--- src/rtl/pfd_pkg.sv ---
// Package: shared types and channel indices for the tri-state phase detector.
// Assumes a two-channel arrangement (reference, feedback).
package pfd_pkg;

    // Three-level correction state; encoding 2'b11 is never used.
    typedef enum logic [1:0] {
        PD_IDLE = 2'b00,
        PD_UP   = 2'b01,
        PD_DN   = 2'b10
    } pd_state_e;

    localparam int unsigned PD_CH_REF = 0;
    localparam int unsigned PD_CH_FB  = 1;
    localparam int unsigned PD_NUM_CH = 2;

endpackage

--- src/rtl/pfd_sync.sv ---
// Module: multi-flop level synchroniser.
// Brings an asynchronous level into the clk domain through STAGES flops.
// Assumes STAGES >= 2 and a synchronous active-low reset that clears the chain.
module pfd_sync #(
    parameter int unsigned STAGES = 2
) (
    input  logic clk,
    input  logic rst_n,
    input  logic async_in,
    output logic sync_out
);

    logic [STAGES-1:0] chain_q;

    // Shift the sampled level through the flop chain.
    always_ff @(posedge clk) begin
        if (!rst_n) begin
            chain_q <= '0;
        end else begin
            chain_q <= {chain_q[STAGES-2:0], async_in};
        end
    end

    assign sync_out = chain_q[STAGES-1];

endmodule

--- src/rtl/pfd_edge.sv ---
// Module: registered rising-edge detector.
// Emits a one-cycle pulse, one cycle after a synchronised level goes 0 -> 1.
// Assumes the input is already in the clk domain.
module pfd_edge (
    input  logic clk,
    input  logic rst_n,
    input  logic level,
    output logic rise_pulse
);

    logic prev_q;
    logic pulse_q;

    // Remember the previous level and register the rise condition.
    always_ff @(posedge clk) begin
        if (!rst_n) begin
            prev_q  <= 1'b0;
            pulse_q <= 1'b0;
        end else begin
            prev_q  <= level;
            pulse_q <= level & ~prev_q;
        end
    end

    assign rise_pulse = pulse_q;

endmodule

--- src/rtl/pfd_state.sv ---
// Module: three-state edge-stepping core of the detector.
// A reference edge steps toward PD_UP, a feedback edge toward PD_DN.
// Simultaneous edges cancel. The state saturates at both ends, which
// makes the detector frequency sensitive as well as phase sensitive.
// Assumes single-cycle edge pulses.
module pfd_state
    import pfd_pkg::*;
(
    input  logic      clk,
    input  logic      rst_n,
    input  logic      up_step,
    input  logic      dn_step,
    output pd_state_e state_q
);

    pd_state_e state_d;

    // Next-state selection from the two step requests.
    always_comb begin
        state_d = state_q;
        if (up_step && !dn_step) begin
            case (state_q)
                PD_DN:   state_d = PD_IDLE;
                PD_IDLE: state_d = PD_UP;
                default: state_d = PD_UP;
            endcase
        end else if (dn_step && !up_step) begin
            case (state_q)
                PD_UP:   state_d = PD_IDLE;
                PD_IDLE: state_d = PD_DN;
                default: state_d = PD_DN;
            endcase
        end
    end

    // State register.
    always_ff @(posedge clk) begin
        if (!rst_n) begin
            state_q <= PD_IDLE;
        end else begin
            state_q <= state_d;
        end
    end

endmodule

--- src/rtl/pfd_lock.sv ---
// Module: lock qualifier.
// Judges every reference edge one cycle after it occurs: aligned when a
// feedback edge sits in the cycle before, the same cycle, or the cycle after.
// Counts consecutive aligned edges up to LOCK_PERIODS. The flag is forced low
// while a correction pulse is being driven.
// Assumes single-cycle edge pulses from pfd_edge.
module pfd_lock #(
    parameter int unsigned LOCK_PERIODS = 4
) (
    input  logic clk,
    input  logic rst_n,
    input  logic ref_edge,
    input  logic fb_edge,
    input  logic correcting,
    output logic lock_det
);

    localparam int unsigned CNT_W = $clog2(LOCK_PERIODS + 1);
    localparam logic [CNT_W-1:0] CNT_MAX = CNT_W'(LOCK_PERIODS);

    logic             ref_d_q;
    logic             fb_d_q;
    logic             fb_dd_q;
    logic [CNT_W-1:0] cnt_q;
    logic             aligned;

    // Delay line that gives a three-cycle window around each reference edge.
    always_ff @(posedge clk) begin
        if (!rst_n) begin
            ref_d_q <= 1'b0;
            fb_d_q  <= 1'b0;
            fb_dd_q <= 1'b0;
        end else begin
            ref_d_q <= ref_edge;
            fb_d_q  <= fb_edge;
            fb_dd_q <= fb_d_q;
        end
    end

    // Feedback edge in the window: cycle after, same cycle, or cycle before.
    assign aligned = fb_edge | fb_d_q | fb_dd_q;

    // Saturating counter of consecutive aligned reference edges.
    always_ff @(posedge clk) begin
        if (!rst_n) begin
            cnt_q <= '0;
        end else if (ref_d_q) begin
            if (!aligned) begin
                cnt_q <= '0;
            end else if (cnt_q != CNT_MAX) begin
                cnt_q <= cnt_q + 1'b1;
            end
        end
    end

    assign lock_det = (cnt_q == CNT_MAX) && !correcting;

endmodule

--- src/rtl/pfd_tristate_top.sv ---
// Module: tri-state phase-frequency detector top.
// Synchronises the reference and feedback inputs, extracts their rising
// edges, steps the three-state core and drives a drive-enable/drive-value
// pair plus a lock flag. The tri-state buffer itself lives in the pad ring.
// Assumes clk is several times faster than either input clock.
module pfd_tristate_top
    import pfd_pkg::*;
#(
    parameter int unsigned SYNC_STAGES  = 2,
    parameter int unsigned LOCK_PERIODS = 4
) (
    input  logic clk,
    input  logic rst_n,
    input  logic ref_in,
    input  logic fb_in,
    output logic drive_en,
    output logic drive_val,
    output logic lock_det
);

    logic [PD_NUM_CH-1:0] raw_lvl;
    logic [PD_NUM_CH-1:0] sync_lvl;
    logic [PD_NUM_CH-1:0] rise;
    logic                 ref_edge;
    logic                 fb_edge;
    pd_state_e            state_q;

    assign raw_lvl[PD_CH_REF] = ref_in;
    assign raw_lvl[PD_CH_FB]  = fb_in;

    // One synchroniser and one edge detector per input channel.
    for (genvar ch = 0; ch < PD_NUM_CH; ch++) begin : g_chan
        pfd_sync #(
            .STAGES (SYNC_STAGES)
        ) u_sync (
            .clk      (clk),
            .rst_n    (rst_n),
            .async_in (raw_lvl[ch]),
            .sync_out (sync_lvl[ch])
        );

        pfd_edge u_edge (
            .clk        (clk),
            .rst_n      (rst_n),
            .level      (sync_lvl[ch]),
            .rise_pulse (rise[ch])
        );
    end

    assign ref_edge = rise[PD_CH_REF];
    assign fb_edge  = rise[PD_CH_FB];

    pfd_state u_state (
        .clk     (clk),
        .rst_n   (rst_n),
        .up_step (ref_edge),
        .dn_step (fb_edge),
        .state_q (state_q)
    );

    // Released in idle; otherwise drive high for UP, low for DN.
    assign drive_en  = (state_q != PD_IDLE);
    assign drive_val = (state_q == PD_UP);

    pfd_lock #(
        .LOCK_PERIODS (LOCK_PERIODS)
    ) u_lock (
        .clk        (clk),
        .rst_n      (rst_n),
        .ref_edge   (ref_edge),
        .fb_edge    (fb_edge),
        .correcting (drive_en),
        .lock_det   (lock_det)
    );

endmodule

--- config.mk ---
export PLATFORM = sky130hd
export DESIGN_NAME = pfd_tristate_top
export DESIGN_NICKNAME = d
export VERILOG_FILES = /design/src/rtl/pfd_pkg.sv /design/src/rtl/pfd_sync.sv /design/src/rtl/pfd_edge.sv /design/src/rtl/pfd_state.sv /design/src/rtl/pfd_lock.sv /design/src/rtl/pfd_tristate_top.sv
export SDC_FILE = /design/constraint.sdc
export NUM_CORES = 1
export LEC_CHECK = 0
export CORE_UTILIZATION = 39
export DETAILED_ROUTE_END_ITERATION = 10
export PLACE_DENSITY = 0.68
export SYNTH_ARGS = -nofsm -noshare
export SYNTH_HDL_FRONTEND = slang
export SYNTH_SLANG_ARGS = --single-unit
--- constraint.sdc ---
create_clock -name clk -period 2.39 [get_ports clk]
set_clock_uncertainty 0.2 [all_clocks]
set_input_delay 0.478 -clock clk [delete_from_list [all_inputs] [get_ports clk]]
set_output_delay 0.478 -clock clk [all_outputs]
set_load 0.01 [all_outputs]
==> results of run 1 <==
==> synthesized netlist by cell type (all sizes together) <==
cell type,count,area share (%)
o21a,1,1.3
or2,1,1.1
buf,1,1.9
ha,3,6.4
and2b,2,2.6
o221a,2,3.8
and2,9,9.6
a21oi,1,0.85
nor3,1,1.7
nor2,3,1.9
inv,4,2.6
nand3b,1,1.3
o22ai,2,2.1
nor2b,1,1.1
dfxtp,16,55
o21ai,1,0.85
nand2,5,3.2
and3b,2,3.0
==> worst min-delay path by stage <==
stage | startpoint | endpoint | slack (ns) | depth (start not counted)
after global routing | g_chan[1].u_sync.chain_q[0]$_SDFF_PN0_ | g_chan[1].u_sync.chain_q[1]$_SDFF_PN0_ | 0.25 | 1
after CTS | g_chan[1].u_sync.chain_q[0]$_SDFF_PN0_ | g_chan[1].u_sync.chain_q[1]$_SDFF_PN0_ | 0.25 | 1
after detailed placement | g_chan[1].u_sync.chain_q[0]$_SDFF_PN0_ | g_chan[1].u_sync.chain_q[1]$_SDFF_PN0_ | 0.22 | 1
after global placement | g_chan[1].u_sync.chain_q[0]$_SDFF_PN0_ | g_chan[1].u_sync.chain_q[1]$_SDFF_PN0_ | 0.21 | 1
after floorplan | g_chan[0].u_sync.chain_q[0]$_SDFF_PN0_ | g_chan[0].u_sync.chain_q[1]$_SDFF_PN0_ | 0.21 | 1
final | g_chan[1].u_sync.chain_q[0]$_SDFF_PN0_ | g_chan[1].u_sync.chain_q[1]$_SDFF_PN0_ | 0.24 | 1
==> per-stage QoR <==
stage          std cells  total power [mW]  hold WS [ns]
2_1_floorplan         56             0.300         0.212
5_1_grt               80             0.508         0.255
3_3_place_gp          76             0.312         0.215
4_1_cts               80             0.493         0.245
3_5_place_dp          76             0.313         0.222
6_report              80             0.483         0.239
==> layer usage <==
metal / global-route usage, % / vias up
li1: - / 200
met1: 16.9 / 170
met2: 17.1 / 8
met3: 9.78 / 0
met4: 7.50 / 0
met5: 0 / -
==> cell usage in the layout (no fill, tap or decap) <==
cell type,synthesis,routed
clkbuf_4,0,3
o22ai_1,2,2
nand3b_1,1,1
dfxtp_1,16,16
o21ai_1,1,1
and2b_1,2,2
o221a_1,2,2
a21oi_1,1,1
inv_1,4,4
or2_1,1,1
clkdlybuf4s50_1,0,6
and2_1,9,9
nor2_1,3,3
nor3_2,1,1
nor2b_1,1,1
and3b_1,2,2
ha_1,3,3
o21a_1,1,1
nand2_1,5,5
clkbuf_8,0,1
==> flip-flops by register name, summed over array words and instances, names as in the netlist <==
name                      count
g_chan.u_sync.chain_q         4
g_chan.u_edge.prev_q          2
u_lock.fb_d_q                 1
g_chan.u_edge.rise_pulse      2
u_lock.ref_d_q                1
u_lock.fb_dd_q                1
u_state.state_q               2
u_lock.cnt_q                  3
==> kinds of logic after synthesis <==
group	Yosys count	share of synthesized area, %
buffers and inverters	5	4.49
flip-flops	16	54.7
AO/OA/AOI/OAI	7	8.97
adder cells (fa/ha/maj)	3	6.41
AND/OR/NAND/NOR	25	25.4
==> power by group through the flow <==
stage / clock (mW) / combinational [mW] / sequential (mW)
final: 0.177 / 0.0279 / 0.278
after CTS: 0.187 / 0.0284 / 0.278
after detailed placement: 0 / 0.0283 / 0.284
after global routing: 0.198 / 0.0310 / 0.279
after floorplan: 0 / 0.0167 / 0.283
after global placement: 0 / 0.0277 / 0.284
==> layout make-up <==
type / instances / area share [%]
clock buffers: 4 / 5.26
inverters: 4 / 2.18
multi-input cells: 35 / 34.7
flip-flops and latches: 16 / 46.5
well taps: 15 / 2.72
repair buffers: 6 / 8.71
==> results.json, run 1 <==
{
  "maxCapViolCount": 0,
  "clock.fmax_ghz": 0.447,
  "cts_inserted_buffers": 3,
  "multi_input_area_um2": 239,
  "startpoint": "u_lock.cnt_q[0]$_SDFFE_PN0P_",
  "overflow": 0,
  "path_cells": "inv_1, ha_1, nand2_1, nor2_1, clkdlybuf4s50_1",
  "antenna_left": 0,
  "p_clk_share_pct": 36.6,
  "critPathTopFamily": "buffers and inverters",
  "syn_nets": 63,
  "cts_hold_buf": 0,
  "hpwlAfterDp_um": 601,
  "p_int_mw": 0.384,
  "dieArea_um2": 1660,
  "die_w_um": 40.8,
  "min_period_ns": 2.24,
  "placed_cell_area_um2": 653,
  "root_buffer": "clkbuf_4",
  "crit_buf_inv": 2,
  "grt_max_degree": 17,
  "post_cts_buffers": 0,
  "worst_setup_path_start_kind": "register",
  "crit_cells": 5,
  "rows": 13,
  "gp_congestion": 0.631,
  "antenna_found_initial": 0,
  "rsz0062_at_grt": "no",
  "worst_setup_path_end_kind": "output port",
  "post-route-util_pct": 51.1,
  "ir_worst_vdd_v": 0.000423,
  "clk_latency_ns": 0.28,
  "firstDrtPassIters": 2,
  "cts_resized": 0,
  "worstPathArrival_ns": 1.56,
  "drive_gt1_share_pct": 7.69,
  "pre_cts_ws_ns": 0.470,
  "wl_met2_um": 345,
  "worst_ep_required_time_ns": 1.71,
  "pwr-share-seq_pct": 57.6,
  "leakage_nw": 0.294,
  "combPwrFrac_pct": 5.8,
  "ys_types": 18,
  "powerDensity_nw_per_um2": 700,
  "setup_ws_ns": 0.152,
  "synth_area_per_cell_um2": 10.5,
  "final.fill_count": 136,
  "slowest_stage": "clkdlybuf4s50_1",
  "grt_usage_pct": 13.7,
  "routed_via_density": 4.73,
  "setup-violations-final": 0,
  "top_level_ports": 7,
  "critPathKind": "register to output port",
  "ys_ff_latch": 16,
  "slew_headroom_pct": 70.0,
  "routedWlPerCell_um": 10.1,
  "routed_wl_um": 810,
  "p_sw_share_pct": 20.5,
  "netlist_area_um2": 586,
  "cts_sinks": 16,
  "grt_pass1_vias": 320,
  "cp_slowest_stage_delay_ns": 0.53,
  "antennaDiodeCount": 0,
  "status": "finished clean",
  "cts_buffer_depth": 2,
  "met1_length_um": 419,
  "tightest_slew_ns": 0.449,
  "drc_errors": 0,
  "rrSetupSlack_ns": 1.02,
  "tns_ns": 0,
  "drv_slew": 0,
  "clk_pin_slew_ns": 0.09,
  "hold_path.class": "register to register",
  "fin_crit_sh_pct": 93.6,
  "seq_area_um2": 320,
  "dr_wl_met3_um": 45,
  "areaGrowthSynthToFinish_pct": 17.7,
  "start_util_pct": 43.4,
  "cts_tree": "done",
  "hold_viol": 0,
  "core-area_um2": 1350,
  "worstReg2RegEnd": "u_lock.cnt_q[2]$_SDFFE_PN0P_",
  "seq_area_frac_synth_pct": 54.7,
  "stdcell_area_um2": 689,
  "nets": 73,
  "worstReg2RegStart": "u_lock.cnt_q[0]$_SDFFE_PN0P_",
  "port_buffers": 6,
  "vias": 378,
  "rr_worst_depth": 5,
  "top_layer": "met3",
  "h-tree-depth": 1,
  "grt_pass1_wl_um": 1360,
  "power.switching_mw": 0.0989,
  "die_h_um": 40.8,
  "cp-endpoint": "lock_det",
  "yosysWarningCount": 0,
  "cp_max_fo": 3,
  "drtIter0Drc": 3,
  "netlist_instances": 56
}
Power figures use the tool's default switching activity.
==> run 2: changes to the inputs <==
--- a/config.mk
+++ b/config.mk
@@ -7,7 +7,9 @@
 export LEC_CHECK = 0
 export CORE_UTILIZATION = 39
 export DETAILED_ROUTE_END_ITERATION = 10
+export GPL_TIMING_DRIVEN = 0
 export PLACE_DENSITY = 0.68
+export SLEW_MARGIN = 0
 export SYNTH_ARGS = -nofsm -noshare
 export SYNTH_HDL_FRONTEND = slang
 export SYNTH_SLANG_ARGS = --single-unit
==> run 2 against run 1 <==
Effect of this change: design area shrank 0.36%; cell count is the same; global-route usage is essentially flat; worst setup slack lost 0.0011 ns; die area is the same; via count grew 2.6%; sequential power is essentially flat; sequential cell count is the same; highest routed layer is now met4; critical path type unchanged; largest cell class unchanged; clock-buffer cell count shrank 1.
==> results.json, run 2 (synthesis results as in run 1) <==
{
  "fin_crit_sh_pct": 93.7,
  "combPwrFrac_pct": 6.8,
  "die_h_um": 40.8,
  "post_cts_buffers": 0,
  "cp_max_fo": 3,
  "setup-violations-final": 0,
  "min_period_ns": 2.24,
  "routed_wl_um": 774,
  "antennaDiodeCount": 0,
  "worst_ep_required_time_ns": 1.71,
  "gp_congestion": 0.610,
  "cp-endpoint": "lock_det",
  "dp_cells": 77,
  "maxCapViolCount": 0,
  "core-area_um2": 1350,
  "rrSetupSlack_ns": 1.03,
  "routed_via_density": 4.85,
  "grt_max_degree": 11,
  "clock.fmax_ghz": 0.447,
  "tightest_slew_ns": 0.257,
  "antenna_left": 0,
  "top_register": "g_chan.u_sync.chain_q",
  "hpwlAfterDp_um": 586,
  "worstReg2RegStart": "u_lock.cnt_q[0]$_SDFFE_PN0P_",
  "h-tree-depth": 1,
  "critPathKind": "register to output port",
  "vias": 388,
  "p_sw_share_pct": 20.0,
  "worstReg2RegEnd": "u_lock.cnt_q[2]$_SDFFE_PN0P_",
  "powerDensity_nw_per_um2": 638,
  "cts_resized": 0,
  "p_int_mw": 0.351,
  "final_common_cell": "dfxtp_1",
  "clk_latency_ns": 0.28,
  "cts_buffer_depth": 2,
  "final_cell_mix": "dfxtp_1 (16), and2_1 (9), clkdlybuf4s50_1 (6)",
  "dieArea_um2": 1660,
  "cts_tree": "done",
  "top_regs": "g_chan.u_sync.chain_q (4), u_lock.cnt_q (3)",
  "worstPathArrival_ns": 1.56,
  "leakage_nw": 0.293,
  "tns_ns": 0,
  "clk_pin_slew_ns": 0.08,
  "startpoint": "u_lock.cnt_q[0]$_SDFFE_PN0P_",
  "antenna_found_initial": 0,
  "hold_path.class": "register to register",
  "overflow": 0,
  "firstDrtPassIters": 2,
  "final.fill_count": 129,
  "power.switching_mw": 0.0875,
  "root_buffer": "clkbuf_4",
  "cts_inserted_buffers": 3,
  "status": "finished clean",
  "routedWlPerCell_um": 9.68,
  "rows": 13,
  "top_level_ports": 7,
  "largest_reg_flops": 4,
  "drc_errors": 0,
  "port_buffers": 6,
  "rr_worst_depth": 5,
  "nets": 74,
  "areaGrowthSynthToFinish_pct": 17.3,
  "grt_usage_pct": 13.7,
  "cts_sinks": 16,
  "die_w_um": 40.8,
  "slew_headroom_pct": 82.8,
  "p_clk_share_pct": 29.9,
  "worst_setup_path_start_kind": "register",
  "fin_cells": 80,
  "worst_setup_path_end_kind": "output port",
  "cts_hold_buf": 0,
  "drtIter0Drc": 7,
  "grt_pass1_vias": 352,
  "pwr-share-seq_pct": 63.3,
  "drv_slew": 0,
  "ir_worst_vdd_v": 0.000413,
  "drive_gt1_share_pct": 7.69,
  "start_util_pct": 43.4,
  "grt_pass1_wl_um": 1390,
  "hold_viol": 0,
  "rsz0062_at_grt": "no"
}
[run 2: worst min path at each step]
stage	from	cells past startpoint	slack, ns	to
4_1_cts	g_chan[0].u_sync.chain_q[0]$_SDFF_PN0_	1	0.24	g_chan[0].u_sync.chain_q[1]$_SDFF_PN0_
5_1_grt	g_chan[1].u_sync.chain_q[0]$_SDFF_PN0_	1	0.26	g_chan[1].u_sync.chain_q[1]$_SDFF_PN0_
6_report	g_chan[0].u_sync.chain_q[0]$_SDFF_PN0_	1	0.24	g_chan[0].u_sync.chain_q[1]$_SDFF_PN0_
2_1_floorplan	g_chan[0].u_sync.chain_q[0]$_SDFF_PN0_	1	0.21	g_chan[0].u_sync.chain_q[1]$_SDFF_PN0_
3_5_place_dp	g_chan[0].u_sync.chain_q[0]$_SDFF_PN0_	1	0.22	g_chan[0].u_sync.chain_q[1]$_SDFF_PN0_
3_3_place_gp	g_chan[0].u_sync.chain_q[0]$_SDFF_PN0_	1	0.22	g_chan[0].u_sync.chain_q[1]$_SDFF_PN0_
[run 2: final cells by class]
type	instances	area [um2]	area share, %
Timing Repair Buffer	6	60.1	8.74
Sequential cell	16	320	46.6
Clock buffer	3	22.5	3.28
Multi-Input combinational cell	35	239	34.8
Buffer	1	11.3	1.64
Inverter	4	15.0	2.19
Tap cell	15	18.8	2.73
[run 2: power by group through the flow]
| stage | combinational (mW) | sequential (mW) | clock (mW) |
|---|---|---|---|
| global placement | 0.0295 | 0.284 | 0 |
| floorplan | 0.0167 | 0.283 | 0 |
| CTS | 0.0303 | 0.278 | 0.140 |
| finish | 0.0298 | 0.278 | 0.131 |
| global route | 0.0334 | 0.279 | 0.154 |
| detailed placement | 0.0301 | 0.284 | 0 |
[run 2: metrics by stage]
stage | area, um2 | setup WS [ns] | total power [mW] | hold slack, ns | util, %
after global placement | 664 | 0.471 | 0.313 | 0.215 | 49.2
after floorplan | 586 | 0.944 | 0.300 | 0.212 | -
after CTS | 687 | 0.122 | 0.448 | 0.241 | 50.9
final | 687 | 0.151 | 0.438 | 0.237 | 50.9
after global routing | 687 | 0.00132 | 0.466 | 0.262 | 50.9
after detailed placement | 664 | 0.447 | 0.314 | 0.222 | 49.2
[run 2: worst max-delay path, cell delays in order (launching register included)]
cell and delay (ns):
dfxtp_1 0.34, inv_1 0.08, ha_1 0.15, nand2_1 0.09, nor2_1 0.09, clkdlybuf4s50_1 0.53
[run 2: layer usage]
layer  wire length, um  share of wire (%)  up-vias  global-route usage [%]
li1                  -                  -      206                       -
met1               358                 46      171                    13.0
met2               344                 44        9                    23.0
met3                59                7.6        2                    9.78
met4                11                1.4        0                    5.00
met5                 0                  0        -                       0
